**config.mk**
```make
export PLATFORM = sky130hd
export DESIGN_NAME = xbus_sizer
export DESIGN_NICKNAME = d
export VERILOG_FILES = /design/src/rtl/xbs_pkg.sv /design/src/rtl/xbs_endian_reg.sv /design/src/rtl/xbs_lane_map.sv /design/src/rtl/xbs_seq.sv /design/src/rtl/xbus_sizer.sv
export SDC_FILE = /design/constraint.sdc
export NUM_CORES = 1
export LEC_CHECK = 0
export BUFFER_PORTS_ARGS = -buffer_cell sky130_fd_sc_hd__buf_2
export CAP_MARGIN = 20
export CELL_PAD_IN_SITES_DETAIL_PLACEMENT = 1
export CELL_PAD_IN_SITES_GLOBAL_PLACEMENT = 1
export CORE_ASPECT_RATIO = 1.75
export CORE_UTILIZATION = 35
export DETAILED_ROUTE_END_ITERATION = 8
export GPL_TIMING_DRIVEN = 0
export HOLD_SLACK_MARGIN = 0.03
export PLACE_DENSITY_LB_ADDON = 0.1
export SLEW_MARGIN = 40
export SYNTH_ARGS = -nofsm -noshare
export SYNTH_HDL_FRONTEND = slang
export SYNTH_SLANG_ARGS = --single-unit
```
**constraint.sdc**
```tcl
create_clock -name clk -period 4.15 [get_ports clk]
set_input_delay 0.2075 -clock clk [delete_from_list [all_inputs] [get_ports clk]]
set_output_delay 0.2075 -clock clk [all_outputs]
set_load 0.02 [all_outputs]
```
**src/rtl/xbs_pkg.sv**
```systemverilog
// Package: shared types for the external bus sizer.
// Assumes size codes 0/1/2 for byte/half/word; code 3 is treated as word.
package xbs_pkg;
    typedef enum logic [1:0] {
        XS_BYTE = 2'd0,
        XS_HALF = 2'd1,
        XS_WORD = 2'd2
    } xs_size_t;

    typedef enum logic {
        ST_IDLE = 1'b0,
        ST_BUS  = 1'b1
    } xs_state_t;
endpackage

```
**src/rtl/xbs_endian_reg.sv**
```systemverilog
// Byte-order control register and area lookup.
// Holds one big-endian enable per area group; the locked bit is forced to 0.
// Assumes area numbers outside FIRST_AREA..LAST_AREA map to little-endian.
module xbs_endian_reg #(
    parameter int CFG_W      = 8,
    parameter int AREA_W     = 5,
    parameter int LOCK_BIT   = 3,
    parameter int FIRST_AREA = 4,
    parameter int LAST_AREA  = 18
) (
    input  logic              clk,
    input  logic              rst_n,
    input  logic              cfg_we,
    input  logic [CFG_W-1:0]  cfg_wdata,
    output logic [CFG_W-1:0]  cfg_rdata,
    input  logic [AREA_W-1:0] area,
    output logic              area_big
);
    localparam logic [CFG_W-1:0] LOCK_MASK = ~(CFG_W'(1) << LOCK_BIT);
    localparam int IDX_W = $clog2(CFG_W);

    logic [CFG_W-1:0] cfg_q;
    logic [AREA_W-1:0] rel;
    logic [IDX_W-1:0]  grp;
    logic              in_range;

    // Register write with the locked bit masked off.
    always_ff @(posedge clk) begin
        if (!rst_n)      cfg_q <= '0;
        else if (cfg_we) cfg_q <= cfg_wdata & LOCK_MASK;
    end

    assign cfg_rdata = cfg_q;

    // Area-to-group index: first two areas share group 0, the next is alone, then pairs.
    always_comb begin
        in_range = (area >= AREA_W'(FIRST_AREA)) && (area <= AREA_W'(LAST_AREA));
        rel      = area - AREA_W'(FIRST_AREA - 1);
        if (area <= AREA_W'(FIRST_AREA + 1)) grp = '0;
        else                                 grp = IDX_W'(rel >> 1);
        area_big = in_range && cfg_q[grp];
    end

    // the locked bit never reads back as 1 after a write.
    assert_lock_bit_R8: assert property (@(posedge clk) disable iff (!rst_n)
        cfg_we |=> (cfg_rdata[LOCK_BIT] == 1'b0));
endmodule

```
**src/rtl/xbs_lane_map.sv**
```systemverilog
// Combinational sub-cycle planner.
// For the current beat it gives the beat count, lane strobes and which
// internal byte or half-word travels on the bus. Assumes aligned requests.
module xbs_lane_map (
    input  logic [1:0] size,
    input  logic       dev8,
    input  logic       big,
    input  logic       a0,
    input  logic [1:0] beat,
    output logic [1:0] last_beat,
    output logic       bs_hi,
    output logic       bs_lo,
    output logic       byte_xfer,
    output logic [1:0] byte_sel,
    output logic       half_sel
);
    import xbs_pkg::*;

    xs_size_t sz;
    assign sz = xs_size_t'(size);

    // Beat count, lanes and data part selection for one sub-cycle.
    always_comb begin
        last_beat = 2'd0;
        bs_hi     = 1'b1;
        bs_lo     = 1'b1;
        byte_xfer = 1'b0;
        byte_sel  = 2'd0;
        half_sel  = 1'b0;
        if (dev8) begin
            case (sz)
                XS_BYTE: last_beat = 2'd0;
                XS_HALF: last_beat = 2'd1;
                default: last_beat = 2'd3;
            endcase
            byte_xfer = 1'b1;
            bs_hi     = big;
            bs_lo     = !big;
            byte_sel  = big ? (last_beat - beat) : beat;
        end else begin
            case (sz)
                XS_BYTE: begin
                    byte_xfer = 1'b1;
                    bs_hi     = a0 ^ big;
                    bs_lo     = !(a0 ^ big);
                end
                XS_HALF: last_beat = 2'd0;
                default: begin
                    last_beat = 2'd1;
                    half_sel  = big ? !beat[0] : beat[0];
                end
            endcase
        end
    end
endmodule

```
**src/rtl/xbs_seq.sv**
```systemverilog
// Access sequencer: accepts one request, checks alignment, walks the sub-cycles
// on the external bus and assembles read data. Assumes the requester holds
// req_valid until done or error and keeps inputs stable meanwhile.
module xbs_seq #(
    parameter int AW = 24
) (
    input  logic          clk,
    input  logic          rst_n,
    input  logic          req_valid,
    input  logic [AW-1:0] req_addr,
    input  logic [1:0]    req_size,
    input  logic          req_write,
    input  logic [31:0]   req_wdata,
    input  logic          req_dev8,
    input  logic          req_big,
    output logic          req_done,
    output logic          req_aerr,
    output logic [31:0]   req_rdata,
    output logic [AW-1:0] ext_addr,
    output logic [15:0]   ext_wdata,
    input  logic [15:0]   ext_rdata,
    output logic          ext_bs_hi,
    output logic          ext_bs_lo,
    output logic          ext_rd,
    output logic          ext_wr,
    input  logic          ext_rdy
);
    import xbs_pkg::*;

    xs_state_t     st_q;
    logic [AW-1:0] base_q;
    logic [1:0]    size_q;
    logic          write_q, dev8_q, big_q;
    logic [31:0]   wdata_q, rdata_q;
    logic [1:0]    beat_q;
    logic          done_q, aerr_q;

    logic          accept, misaligned, in_bus;
    logic [1:0]    last_beat, byte_sel;
    logic          bs_hi, bs_lo, byte_xfer, half_sel;
    logic [7:0]    lane_byte;

    xbs_lane_map u_map (
        .size      (size_q),
        .dev8      (dev8_q),
        .big       (big_q),
        .a0        (base_q[0]),
        .beat      (beat_q),
        .last_beat (last_beat),
        .bs_hi     (bs_hi),
        .bs_lo     (bs_lo),
        .byte_xfer (byte_xfer),
        .byte_sel  (byte_sel),
        .half_sel  (half_sel)
    );

    // Acceptance and alignment decode.
    always_comb begin
        in_bus = (st_q == ST_BUS);
        accept = req_valid && !in_bus && !done_q && !aerr_q;
        case (xs_size_t'(req_size))
            XS_BYTE: misaligned = 1'b0;
            XS_HALF: misaligned = req_addr[0];
            default: misaligned = (req_addr[1:0] != 2'b00);
        endcase
    end

    // Request capture, beat stepping and read assembly.
    always_ff @(posedge clk) begin
        if (!rst_n) begin
            st_q    <= ST_IDLE;
            base_q  <= '0;
            size_q  <= 2'd0;
            write_q <= 1'b0;
            dev8_q  <= 1'b0;
            big_q   <= 1'b0;
            wdata_q <= '0;
            rdata_q <= '0;
            beat_q  <= 2'd0;
            done_q  <= 1'b0;
            aerr_q  <= 1'b0;
        end else begin
            done_q <= 1'b0;
            aerr_q <= accept && misaligned;
            if (accept && !misaligned) begin
                st_q    <= ST_BUS;
                base_q  <= req_addr;
                size_q  <= req_size;
                write_q <= req_write;
                dev8_q  <= req_dev8;
                big_q   <= req_big;
                wdata_q <= req_wdata;
                rdata_q <= '0;
                beat_q  <= 2'd0;
            end else if (in_bus && ext_rdy) begin
                if (!write_q) begin
                    if (byte_xfer) rdata_q[8*byte_sel +: 8]  <= lane_byte;
                    else           rdata_q[16*half_sel +: 16] <= ext_rdata;
                end
                if (beat_q == last_beat) begin
                    st_q   <= ST_IDLE;
                    done_q <= 1'b1;
                end else begin
                    beat_q <= beat_q + 2'd1;
                end
            end
        end
    end

    // External drive for the current sub-cycle.
    always_comb begin
        lane_byte = bs_hi ? ext_rdata[15:8] : ext_rdata[7:0];
        ext_addr  = base_q + (dev8_q ? AW'(beat_q) : AW'({beat_q, 1'b0}));
        if (byte_xfer) ext_wdata = {2{wdata_q[8*byte_sel +: 8]}};
        else           ext_wdata = wdata_q[16*half_sel +: 16];
        ext_bs_hi = in_bus && bs_hi;
        ext_bs_lo = in_bus && bs_lo;
        ext_rd    = in_bus && !write_q;
        ext_wr    = in_bus && write_q;
    end

    assign req_done  = done_q;
    assign req_aerr  = aerr_q;
    assign req_rdata = rdata_q;

    // an address error never coincides with bus activity.
    assert_no_bus_on_error_R2: assert property (@(posedge clk) disable iff (!rst_n)
        req_aerr |-> !(ext_rd || ext_wr));
    // the beat counter stays within the planned count.
    assert_beat_bound_R1: assert property (@(posedge clk) disable iff (!rst_n)
        in_bus |-> (beat_q <= last_beat));
    // address holds while the device is not ready.
    assert_addr_hold_R3: assert property (@(posedge clk) disable iff (!rst_n)
        ((ext_rd || ext_wr) && !ext_rdy) |=> $stable(ext_addr));
    // 8-bit device cycles use exactly one lane.
    assert_single_lane_R5: assert property (@(posedge clk) disable iff (!rst_n)
        ((ext_rd || ext_wr) && dev8_q) |-> ($countones({ext_bs_hi, ext_bs_lo}) == 1));
    // completion and error are exclusive.
    assert_done_excl_R10: assert property (@(posedge clk) disable iff (!rst_n)
        !(req_done && req_aerr));
    // read and write strobes are never both active.
    assert_rw_excl_R11: assert property (@(posedge clk) disable iff (!rst_n)
        $onehot0({ext_rd, ext_wr}));
endmodule

```
**src/rtl/xbus_sizer.sv**
```systemverilog
// Top: endian-aware external bus sizer.
// Looks up the area byte order, then hands the request to the sequencer.
// Assumes the device width is supplied with each request.
module xbus_sizer #(
    parameter int AW     = 24,
    parameter int CFG_W  = 8,
    parameter int AREA_W = 5
) (
    input  logic              clk,
    input  logic              rst_n,
    input  logic              cfg_we,
    input  logic [CFG_W-1:0]  cfg_wdata,
    output logic [CFG_W-1:0]  cfg_rdata,
    input  logic              req_valid,
    input  logic [AW-1:0]     req_addr,
    input  logic [1:0]        req_size,
    input  logic              req_write,
    input  logic [31:0]       req_wdata,
    input  logic [AREA_W-1:0] req_area,
    input  logic              req_dev8,
    output logic              req_done,
    output logic              req_aerr,
    output logic [31:0]       req_rdata,
    output logic [AW-1:0]     ext_addr,
    output logic [15:0]       ext_wdata,
    input  logic [15:0]       ext_rdata,
    output logic              ext_bs_hi,
    output logic              ext_bs_lo,
    output logic              ext_rd,
    output logic              ext_wr,
    input  logic              ext_rdy
);
    logic area_big;

    xbs_endian_reg #(.CFG_W(CFG_W), .AREA_W(AREA_W)) u_cfg (
        .clk       (clk),
        .rst_n     (rst_n),
        .cfg_we    (cfg_we),
        .cfg_wdata (cfg_wdata),
        .cfg_rdata (cfg_rdata),
        .area      (req_area),
        .area_big  (area_big)
    );

    xbs_seq #(.AW(AW)) u_seq (
        .clk       (clk),
        .rst_n     (rst_n),
        .req_valid (req_valid),
        .req_addr  (req_addr),
        .req_size  (req_size),
        .req_write (req_write),
        .req_wdata (req_wdata),
        .req_dev8  (req_dev8),
        .req_big   (area_big),
        .req_done  (req_done),
        .req_aerr  (req_aerr),
        .req_rdata (req_rdata),
        .ext_addr  (ext_addr),
        .ext_wdata (ext_wdata),
        .ext_rdata (ext_rdata),
        .ext_bs_hi (ext_bs_hi),
        .ext_bs_lo (ext_bs_lo),
        .ext_rd    (ext_rd),
        .ext_wr    (ext_wr),
        .ext_rdy   (ext_rdy)
    );
endmodule

```
# Word level (Yosys, flattened, before mapping)
# Cells that the tools add are included.
# word_totals
register_bits	105
in_bits	94
output_inout_bits	86
# op_classes
add_sub_neg	6
n_lt_le_gt_ge	4
n_eq_ne	3
shift	6
muxes	29
bitwise_logic	5
n_reduce_logical	31
# op_table
operator	n
negator 5 -> 34 bit	2
bitwise mux 32 bit	2
variable shift 16 x 34 -> 32 bit (first input constant)	1
variable shift 8 x 34 -> 32 bit (first input constant)	1
variable part select 16 x 34 -> 32 bit	1
variable part select 8 x 34 -> 32 bit	1
two-way mux 32 bit	1
variable part select 32 x 6 -> 16 bit	1
variable part select 32 x 6 -> 8 bit	1
adder 24 bit	1
two-way mux 16 bit	1
two-way mux 1 bit	15
logical AND 1 bit	12
logical NOT 1 bit	8
two-way mux 2 bit	4
two-way mux 8 bit	1
two-way mux 3 bit	2
AND reduction 2 bit	3
nonzero test 2 bit	3
greater-or-equal comparator 5 x 3 -> 1 bit (second input constant)	1
less-or-equal comparator 5 x 3 -> 1 bit (second input constant)	1
less-or-equal comparator 5 bit (second input constant)	1
== test 2 x 1 -> 1 bit (second input constant)	2
logical NOT 2 bit	2
12 further kinds	16

# Depth between registers and ports, before layout
# Gate-level depths: netlist of run 1.
# depth
depth_word	10
ltp_mapped	14

# Modules after synthesis
# A second synthesis of run 1 with hierarchy kept.
# hier_totals
cells_unflattened	664
area_unflattened_um2	5990.7
# modules_own_cells
mod	n_inst	cells_each	area_each_um2	seq_area_each_um2
xbs_seq	1	592	5348.9	1961.9
xbs_endian_reg	1	48	457.9	140.1
xbs_lane_map	1	24	183.9	0.0

# Worst setup path after synthesis of run 1
# Ideal clock, no wire load.
# synth_timing
path_type	reg-to-reg
start	reg u_seq.size_q[1]
end	reg u_seq.rdata_q[31], in the netlist u_seq.req_rdata[31]
arrival_ns	2.853
required_time_ns	4.072
slack_ns	1.219
stages_incl_launch_ff	15
period_less_slack_ns	2.931
cell_sequence	dfxtp_1 -> buf_4 -> nor2_1 -> buf_2 -> ha_1 -> xor2_1 -> nand2_1 -> mux2i_4 -> inv_1 -> ha_1 -> nand3b_1 -> nor4b_4 -> a21o_1 -> a221oi_1 -> nor3_1
# synth_via
elab_chain_cells	10
# synth_rtl
element	line_no	source
start, declared	xbs_seq.sv:32	logic [1:0] size_q;
start signal, assigned	xbs_seq.sv:88	size_q <= req_size;
== test 2 x 1 -> 1 bit or logical NOT 2 bit (tied branches)	xbs_lane_map.sv:31, xbs_lane_map.sv:41	
case mux 2 bit (2 select lines)	xbs_lane_map.sv:31	case (sz)
two-way mux 2 bit	xbs_lane_map.sv:30	if (dev8) begin
subtractor 2 bit	xbs_lane_map.sv:39	byte_sel = big ? (last_beat - beat) : beat;
two-way mux 2 bit	xbs_lane_map.sv:39	
two-way mux 2 bit	xbs_lane_map.sv:30	
negator 5 -> 34 bit	xbs_seq.sv:97	if (byte_xfer) rdata_q[8*byte_sel +: 8] <= lane_byte;
variable part select 8 x 34 -> 32 bit or variable shift 8 x 34 -> 32 bit (tied branches)	xbs_seq.sv:97	
bitwise mux 32 bit	xbs_seq.sv:97	
two-way mux 32 bit *	xbs_seq.sv:97	
end signal, assigned by index	xbs_seq.sv:97	
end signal, assigned by index	xbs_seq.sv:98	else rdata_q[16*half_sel +: 16] <= ext_rdata;
end, declared	xbs_seq.sv:34	logic [31:0] wdata_q, rdata_q;
# Every way passes the cells marked *; elsewhere a longest branch is shown, timed or not. The select of a mux whose other input is x is not followed.
# A chain may end at the register's enable or synchronous reset.

# Final worst setup path of run 1
# layout_timing
start	reg u_seq.size_q[0]
end	reg u_seq.rdata_q[26], in the netlist u_seq.req_rdata[26]
# The elaborated chain is that of the path after synthesis.

==> impl_metrics.yaml, run 1 <==
clocking:
  cts_root_buffer: "clkbuf_16"
  cts_hold_buf: 0
  cts_tree: "done"
  cts_setup_buffers: 0
  numCtsBuffers: 9
  clkLatencyLatePin_ns: 0.36
  cts_resized: 0
  clk_path_buf_depth: 2
  clk_pin_slew_ns: 0.08
  cts_num_sinks: 105
  htree_levels: 3
route:
  drt-initial-drc-count: 179
  routedWlPerCell_microns: 18.29
  ant_nets: 0
  drc: 0
  vias_per_cell: 5.251
  drt-total-wl_microns: 20980
  vias: 6023
  firstDrtPassIters: 4
sta:
  finalMaxSlewViolations: 0
  fmax_mhz: 272.1
  relSlewSlack_pct: 52.25
  finClkSkew_ns: 0.008238
  tightest_slew_ns: 0.7073
  hold_violations: 0
  fin_crit_ns: 3.676
  tns_ns: 0
  period_share_pct: 88.57
  finalSetupViolCount: 0
  rsz0062_at_grt: "no"
synthesis:
  synth_fa_ha_area_share_pct: 2.868
  yosys_warnings: 0
  netlist_area_sq_um: 5933
  syn-num-nets: 839
  seq_area_frac_synth_pct: 35.43
  synth_compound_area_share_pct: 22.06
  async_reset_ff_share_pct: 0
  ys.flop_type: "dfxtp_1"
  synth_xor_area_share_pct: 3.986
  synth_mux_area_share_pct: 6.474
  synth-edff-count: 0
  ys_seq_elements: 105
  yosys.area_share.simple_pct: 24.02
  synth_top_family_by_area: "simple AND/OR/NAND/NOR gates"
  synth.distinct_cells: 63
  synth_cells: 732
  avgSynthCellArea_sq_um: 8.105
cells_and_area:
  stdcell_area_sq_um: 7395
  instances_no_fill: 1147
  drive_above_1_share_pct: 26.22
  area_delta_synth_final_pct: 24.63
  final_nets: 1025
  diodes: 0
global_routing:
  grt_usage_pct: 24.27
  grt_pass1_vias: 6414
  antenna_found_initial: 0
  grt_max_degree: 19
  overflow: 0
  grt_first_pass_wirelength_microns: 32910
power_and_ir_drop:
  power_density_nw_per_um2: 333.7
  total_power_w: 0.002467
  ir_worst_vdd_mv: 0.1691
  p_leak_nw: 3.112
floorplan:
  die_h_microns: 174.2
  io_pins: 180
  row_count: 62
  start_util_pct: 35.91
  core_area_sq_um: 16520
  die-area_sq_um: 17500
  die_width_microns: 100.4
critical_path:
  reg2reg_slack_ns: 0.47
  r2r_start: "u_seq.size_q[0]"
  cp.required_ns: 4.43
  cp-start-kind: "flop"
  timing.rr.end: "u_seq.req_rdata[26]"
  crit_arrival_ns: 3.96
  reg2regPathDepth: 13
  criticalPathCategory: "flop to flop"
  cp_max_fo: 11
  cp-end-kind: "flop"
worst_hold_path:
  hold_class: "input pin to flop"
  hold_start: "req_addr[5]"
  min_to: "u_seq.base_q[5]"
  hold_depth: 3
placement:
  placedCellCount: 1131
  gp_congestion: 0.8583
  io_buffers: 175
  hpwlAfterDp_microns: 16800
  placed_area_sq_um: 7089
status:
  status: "finished, final reports clean"
job:
  drv_cap: 0
[per-layer routing]
layer	global-route usage (%)	share of wire, %	vias to the layer above	wire (microns)
li1	-	-	2928	-
met1	23.54	35	2867	7419
met2	46.83	55	179	11630
met3	4.463	4.8	49	999
met4	12.98	4.4	0	930
met5	0	0	-	0
[per-stage QoR]
step / setup slack (ns) / utilization (%) / hold WS, ns
final: 0.4742 / 44.75 / 0.08664
after global routing: 0.1656 / 44.75 / 0.08717
after CTS: 0.4600 / 44.75 / 0.08202
after detailed placement: 0.4822 / 42.90 / 0.4587
after global placement: 0.6471 / 42.90 / 0.4466
after floorplan: 1.219 / - / 0.3423
[cells by family (layout without fill, tap and decap cells)]
logic type      Yosys count  count (layout)
compound gates          178             178
xor+xnor                 27              27
fa+ha+maj                13              13
buf+inv                  61             252
flops                   105             105
mux                      36              36
other cells               1               1
simple gates            311             311
[state kept, by name (all words and copies together) (netlist names)]
name / count
u_seq.req_rdata: 32
u_seq.wdata_q: 32
u_seq.base_q: 24
u_cfg.cfg_rdata: 7
u_seq.beat_q: 2
u_seq.size_q: 2
u_seq.big_q: 1
u_seq.dev8_q: 1
u_seq.in_bus: 1
u_seq.req_aerr: 1
u_seq.req_done: 1
u_seq.write_q: 1
[cell usage after synthesis, types with 14 or more instances]
library cell	instances	area share [%]
nor2_1	62	3.9
a21boi_0	46	5.8
a221oi_1	23	3.4
a22oi_1	17	2.2
nor2b_1	14	1.5
nand2_1	157	9.9
o21ai_1	17	1.4
mux2i_1	26	4.4
clkbuf_1	21	1.3
dfxtp_1	105	35
buf_2	17	1.4
nor3_1	26	2.2
a21boi_1	15	1.9
xnor2_1	18	2.7
[final cells by class]
cell class	instances	area, sq um
buffer	48	251.5
clock buffer	10	229.0
clock inverter	6	76.32
fill	2113	9129
inverter	13	51.30
multi-input combinational	566	3528
sequential	105	2102
tap	224	280.3
timing repair buffer	175	875.8
[placed cells by master (no fill, tap or decap), types with 9 or more instances in the layout]
master,count
o21ai_0,12
a22oi_1,17
buf_2,192
o21ai_1,17
a221oi_1,23
nor3_1,26
a21boi_1,15
dfxtp_1,105
nor2_1,62
clkbuf_16,9
ha_1,12
clkbuf_1,22
a21boi_0,46
mux2_2,9
nand2_1,157
nand2b_1,12
inv_1,12
xor2_1,9
nor2b_1,14
mux2i_1,26
xnor2_1,18
[critical path, cell delays in order, from the launching register on]
cell and delay (ns):
dfxtp_1 0.30, clkbuf_2 0.18, nor2_1 0.25, buf_2 0.27, ha_1 0.20, xor2_1 0.16, nand2_1 0.12, mux2i_4 0.47
inv_1 0.17, ha_1 0.27, nand3b_1 0.22, nor4b_4 0.51, a221oi_1 0.26, nor3_1 0.22
[where the power goes]
part,internal [W],switching [W],total [W]
combinational,0.000167,0.000303,0.000470
clock,0.000479,0.000424,0.000903
sequential,0.00105,0.0000415,0.00109
[worst max path at each step]
stage,start,to,slack [ns],depth (start not counted)
after floorplan,u_seq.size_q[1],u_seq.req_rdata[31],1.22,14
after global placement,u_seq.size_q[0],u_seq.req_rdata[31],0.65,14
after detailed placement,u_seq.size_q[0],u_seq.req_rdata[31],0.48,14
after CTS,u_seq.size_q[0],u_seq.req_rdata[31],0.46,14
after global routing,u_seq.size_q[0],u_seq.req_rdata[31],0.17,14
final,u_seq.size_q[0],u_seq.req_rdata[26],0.47,13
No activity file was read; power rests on OpenSTA's default activity.
==> run 2: changes to the inputs <==
GPL_TIMING_DRIVEN = not set   (was 0)
==> impl_metrics.yaml, run 2 (same netlist as run 1, synthesis figures left out) <==
status:
  status: "finished, final reports clean"
route:
  ant_nets: 0
  wl_met2_microns: 10850
  drt-met1-wl_microns: 7256
  drc: 0
  top_layer_used: "met5"
  drt-total-wl_microns: 19710
  routedWlPerCell_microns: 17.72
  firstDrtPassIters: 4
  wl_met3_microns: 879
  vias_per_cell: 5.295
  vias: 5888
  drt-initial-drc-count: 141
placement:
  placed_area_sq_um: 6943
  hpwlAfterDp_microns: 14860
  placedCellCount: 1096
  place_ws_ns: 0.8745
  io_buffers: 177
  gp_congestion: 0.8273
clocking:
  cts_hold_buf: 0
  htree_levels: 3
  cts_resized: 0
  clkLatencyLatePin_ns: 0.35
  cts_tree: "done"
  numCtsBuffers: 9
  cts_setup_buffers: 0
  cts_root_buffer: "clkbuf_16"
  cts_num_sinks: 105
  clk_pin_slew_ns: 0.08
  clk_path_buf_depth: 2
cells_and_area:
  drive_above_1_share_pct: 26.35
  area_delta_synth_final_pct: 22.06
  stdcell_area_sq_um: 7242
  nFillCells: 2079
  diodes: 0
  final_common_cell: "buf_2"
  final_nets: 990
  layout_common_cells: "buf_2 (177), nand2_1 (155), dfxtp_1 (105)"
  instances_no_fill: 1112
power_and_ir_drop:
  p_comb_share_pct: 18.6
  ir_worst_vdd_mv: 0.2036
  intPower_w: 0.001665
  power_density_nw_per_um2: 334.4
  p_leak_nw: 3.010
  p_sw_share_pct: 31.24
  clockPowerShare_pct: 36.1
  seqPwrFrac_pct: 45.3
  total_power_w: 0.002422
  p_switching_w: 0.0007564
floorplan:
  start_util_pct: 35.91
  row_count: 62
  die-area_sq_um: 17500
  core_area_sq_um: 16520
  die_width_microns: 100.4
  io_pins: 180
  die_h_microns: 174.2
sta:
  finalMaxSlewViolations: 0
  finalSetupViolCount: 0
  setup_slack_ns: 0.8378
  period_share_pct: 79.81
  rsz0062_at_grt: "no"
  fmax_mhz: 301.9
  relSlewSlack_pct: 44.20
  hold_violations: 0
  finClkSkew_ns: 0.009325
  tightest_slew_ns: 0.8266
  fin_crit_ns: 3.312
  tns_ns: 0
worst_hold_path:
  hold_class: "input pin to flop"
critical_path:
  cp.required_ns: 3.94
  crit_arrival_ns: 3.10
  cp-end-kind: "output port"
  criticalPathCategory: "flop to output port"
  cp_max_fo: 18
  cp-start-kind: "flop"
job:
  drv_cap: 0
global_routing:
  grt_usage_pct: 22.70
  grt_first_pass_wirelength_microns: 31110
  grt_pass1_vias: 6259
  overflow: 0
  grt_max_degree: 72
  antenna_found_initial: 1
[run 2: cell count changes in the layout (fill, tap and decap cells not counted), moves of 4 or more]
cell,delta
buf_6,-4
clkbuf_1,-22
buf_4,+6
buf_2,-15
[run 2: worst paths after layout]
path                                      start                   to  slack (ns)  cells after the start
worst min-delay path               req_addr[11]     u_seq.base_q[11]        0.09                      3
worst min register to register  u_seq.base_q[9]      u_seq.base_q[9]        0.47                      2
worst max-delay path               u_seq.dev8_q         ext_addr[23]        0.84                     11
worst max register to register  u_seq.size_q[1]  u_seq.req_rdata[31]        0.87                     12
[run 2: power by group through the flow]
stage                     Clock (W)  Combinational, W  Sequential (W)
after floorplan                   0          0.000274         0.00112
after global placement            0          0.000437         0.00112
after detailed placement          0          0.000450         0.00112
after CTS                  0.000906          0.000452         0.00110
after global routing       0.000940          0.000490         0.00110
final                      0.000874          0.000450         0.00110
[run 2: layout make-up]
type,instances,area [sq um],share of cell area [%]
clock inverter,5,46.29,0.6393
timing repair buffer,188,968.4,13.37
inverter,13,51.30,0.7084
multi-input combinational,566,3541,48.89
tap,224,280.3,3.870
clock buffer,11,252.7,3.490
sequential,105,2102,29.03
[run 2: per-layer routing]
layer,global-route usage (%),vias up
met3,4.664,42
met4,11.23,2
met1,22.23,2833
met2,43.66,157
met5,0,-
li1,-,2854
[run 2: worst max-delay path, cell delays in order (launching register included)]
cell and delay [ns]:
dfxtp_1 0.35, buf_4 0.24, inv_1 0.15, a21boi_0 0.36, inv_1 0.08, ha_1 0.27, a21o_1 0.18, a21oi_1 0.27
and4bb_2 0.32, and4_1 0.22, xor2_1 0.14, buf_2 0.19
[run 2: metrics by stage]
step                hold WS, ns  util [%]
floorplan                0.3423         -
global placement         0.4471     41.98
detailed placement       0.4601     42.02
CTS                     0.07914     43.83
global route            0.09429     43.83
finish                  0.09189     43.83
==> run 3: changes to the inputs <==
clock period = 3.1 ns   (was 4.15 ns; I/O delays follow)
==> impl_metrics.yaml, run 3 (same netlist as run 1, synthesis figures left out) <==
route:
  drt-total-wl_microns: 19240
  drt-initial-drc-count: 154
  vias_per_cell: 5.279
  firstDrtPassIters: 4
  ant_nets: 0
  vias: 5902
  drc: 0
  routedWlPerCell_microns: 17.21
sta:
  fin_hold_ws_ns: 0.04515
  finalMaxSlewViolations: 0
  finalSetupViolCount: 0
  period_share_pct: 93.27
  setup_slack_ns: 0.2087
  tightest_slew_ns: 0.6763
  rsz0062_at_grt: "no"
  fmax_mhz: 345.9
  hold_violations: 0
  relSlewSlack_pct: 54.34
  fin_crit_ns: 2.891
  finClkSkew_ns: 0.01236
  tns_ns: 0
global_routing:
  grt_first_pass_wirelength_microns: 30530
  grt_pass1_vias: 6159
  overflow: 0
  grt_usage_pct: 22.26
  grt_use_met2_pct: 40.92
  met3_usage_pct: 4.383
  antenna_found_initial: 1
  grt_max_degree: 63
  met1_usage_pct: 22.49
  busiest_layer: "met2"
critical_path:
  cp.required_ns: 2.94
  crit_arrival_ns: 2.74
  reg2regPathDepth: 12
  slowest_stage: "dfxtp_1"
  path_buf_inv: 2
  crit_chain: "nor2_1 -> ha_1 -> xor2_1 -> nand2_1 -> mux2i_4 -> buf_4 -> mux2_2 -> o21ai_1 -> buf_2"
  cp-start-kind: "flop"
  cp_max_fo: 8
  cp-end-kind: "output port"
  path_depth: 9
  max_stage_delay_ns: 0.49
  criticalPathCategory: "flop to output port"
  crit_family: "multiplexers"
placement:
  place_ws_ns: 0.1951
  placedCellCount: 1100
  io_buffers: 177
  gp_congestion: 0.8502
  hpwlAfterDp_microns: 14700
cells_and_area:
  diodes: 0
  final_util_pct: 44.16
  instances_no_fill: 1118
  layout_common_cells: "buf_2 (177), nand2_1 (156), dfxtp_1 (103)"
  register_area_sq_um: 2105
  area_delta_synth_final_pct: 22.99
  final_nets: 996
  nFillCells: 2087
  multi_input_area_sq_um: 3543
  final_common_cell: "buf_2"
  drive_above_1_share_pct: 26.85
floorplan:
  die-area_sq_um: 17500
  io_pins: 180
  core_area_sq_um: 16520
  die_h_microns: 174.2
  die_width_microns: 100.4
  row_count: 62
  start_util_pct: 35.91
clocking:
  clk_path_buf_depth: 2
  clk_pin_slew_ns: 0.08
  cts_tree: "done"
  cts_root_buffer: "clkbuf_16"
  numCtsBuffers: 9
  cts_num_sinks: 105
  clkLatencyLatePin_ns: 0.35
  htree_levels: 3
  cts_setup_buffers: 0
power_and_ir_drop:
  p_leak_nw: 3.043
  ir_worst_vdd_mv: 0.2259
  power_density_nw_per_um2: 440.1
status:
  status: "finished, final reports clean"
job:
  drv_cap: 0
worst_hold_path:
  hold_depth: 3
  hold_class: "input pin to flop"
-- run 3: repair_timing --
item,CTS,global route
endpoints found under the hold margin,2,0
resized for setup,2,3
hold buffers,2,0
setup endpoints to repair,4,8
-- run 3: cell type report --
| class | count | share of cell area [%] |
|---|---|---|
| Clock buffer | 9 | 3.086 |
| Clock inverter | 7 | 0.8402 |
| Inverter | 13 | 0.7030 |
| Multi-Input combinational cell | 566 | 48.56 |
| Sequential cell | 105 | 28.84 |
| Tap cell | 224 | 3.841 |
| Timing Repair Buffer | 194 | 14.13 |
-- run 3: routing by layer --
layer	part of all wire (%)	wire length, microns
met5	0.042	8
met3	4.5	872
met2	53	10150
met1	37	7197
met4	5.3	1011
-- run 3: through the flow --
step	power [W]	area [sq um]
after floorplan	0.001865	5933
after global placement	0.002086	6979
after detailed placement	0.002105	6979
after CTS	0.003252	7287
after global routing	0.003368	7297
final	0.003212	7297
-- run 3: final timing paths --
check,from,to,slack (ns)
setup / recovery,u_seq.size_q[0],ext_wdata[2],0.21
setup reg to reg,u_seq.size_q[0],u_seq.req_rdata[26],0.22
hold reg to reg,u_seq.base_q[9],u_seq.base_q[9],0.47
hold / removal,req_wdata[27],u_seq.wdata_q[27],0.05
-- run 3: worst reg2reg max path: stages (launching register included) --
cell,delay (ns)
dfxtp_1,0.49
nor2_1,0.11
ha_1,0.21
xor2_1,0.14
nand2_1,0.12
mux2i_4,0.29
inv_1,0.11
ha_1,0.24
nand3b_1,0.23
nor4b_4,0.31
buf_4,0.21
a221oi_1,0.10
nor3_1,0.23
-- run 3: report_power, final --
| group | internal, W | total, W | switching, W |
|---|---|---|---|
| registers | 0.00141 | 0.00147 | 0.0000569 |
| logic | 0.000220 | 0.000605 | 0.000384 |
| clock network | 0.000562 | 0.00114 | 0.000577 |
| total | 0.00219 | 0.00321 | 0.00102 |
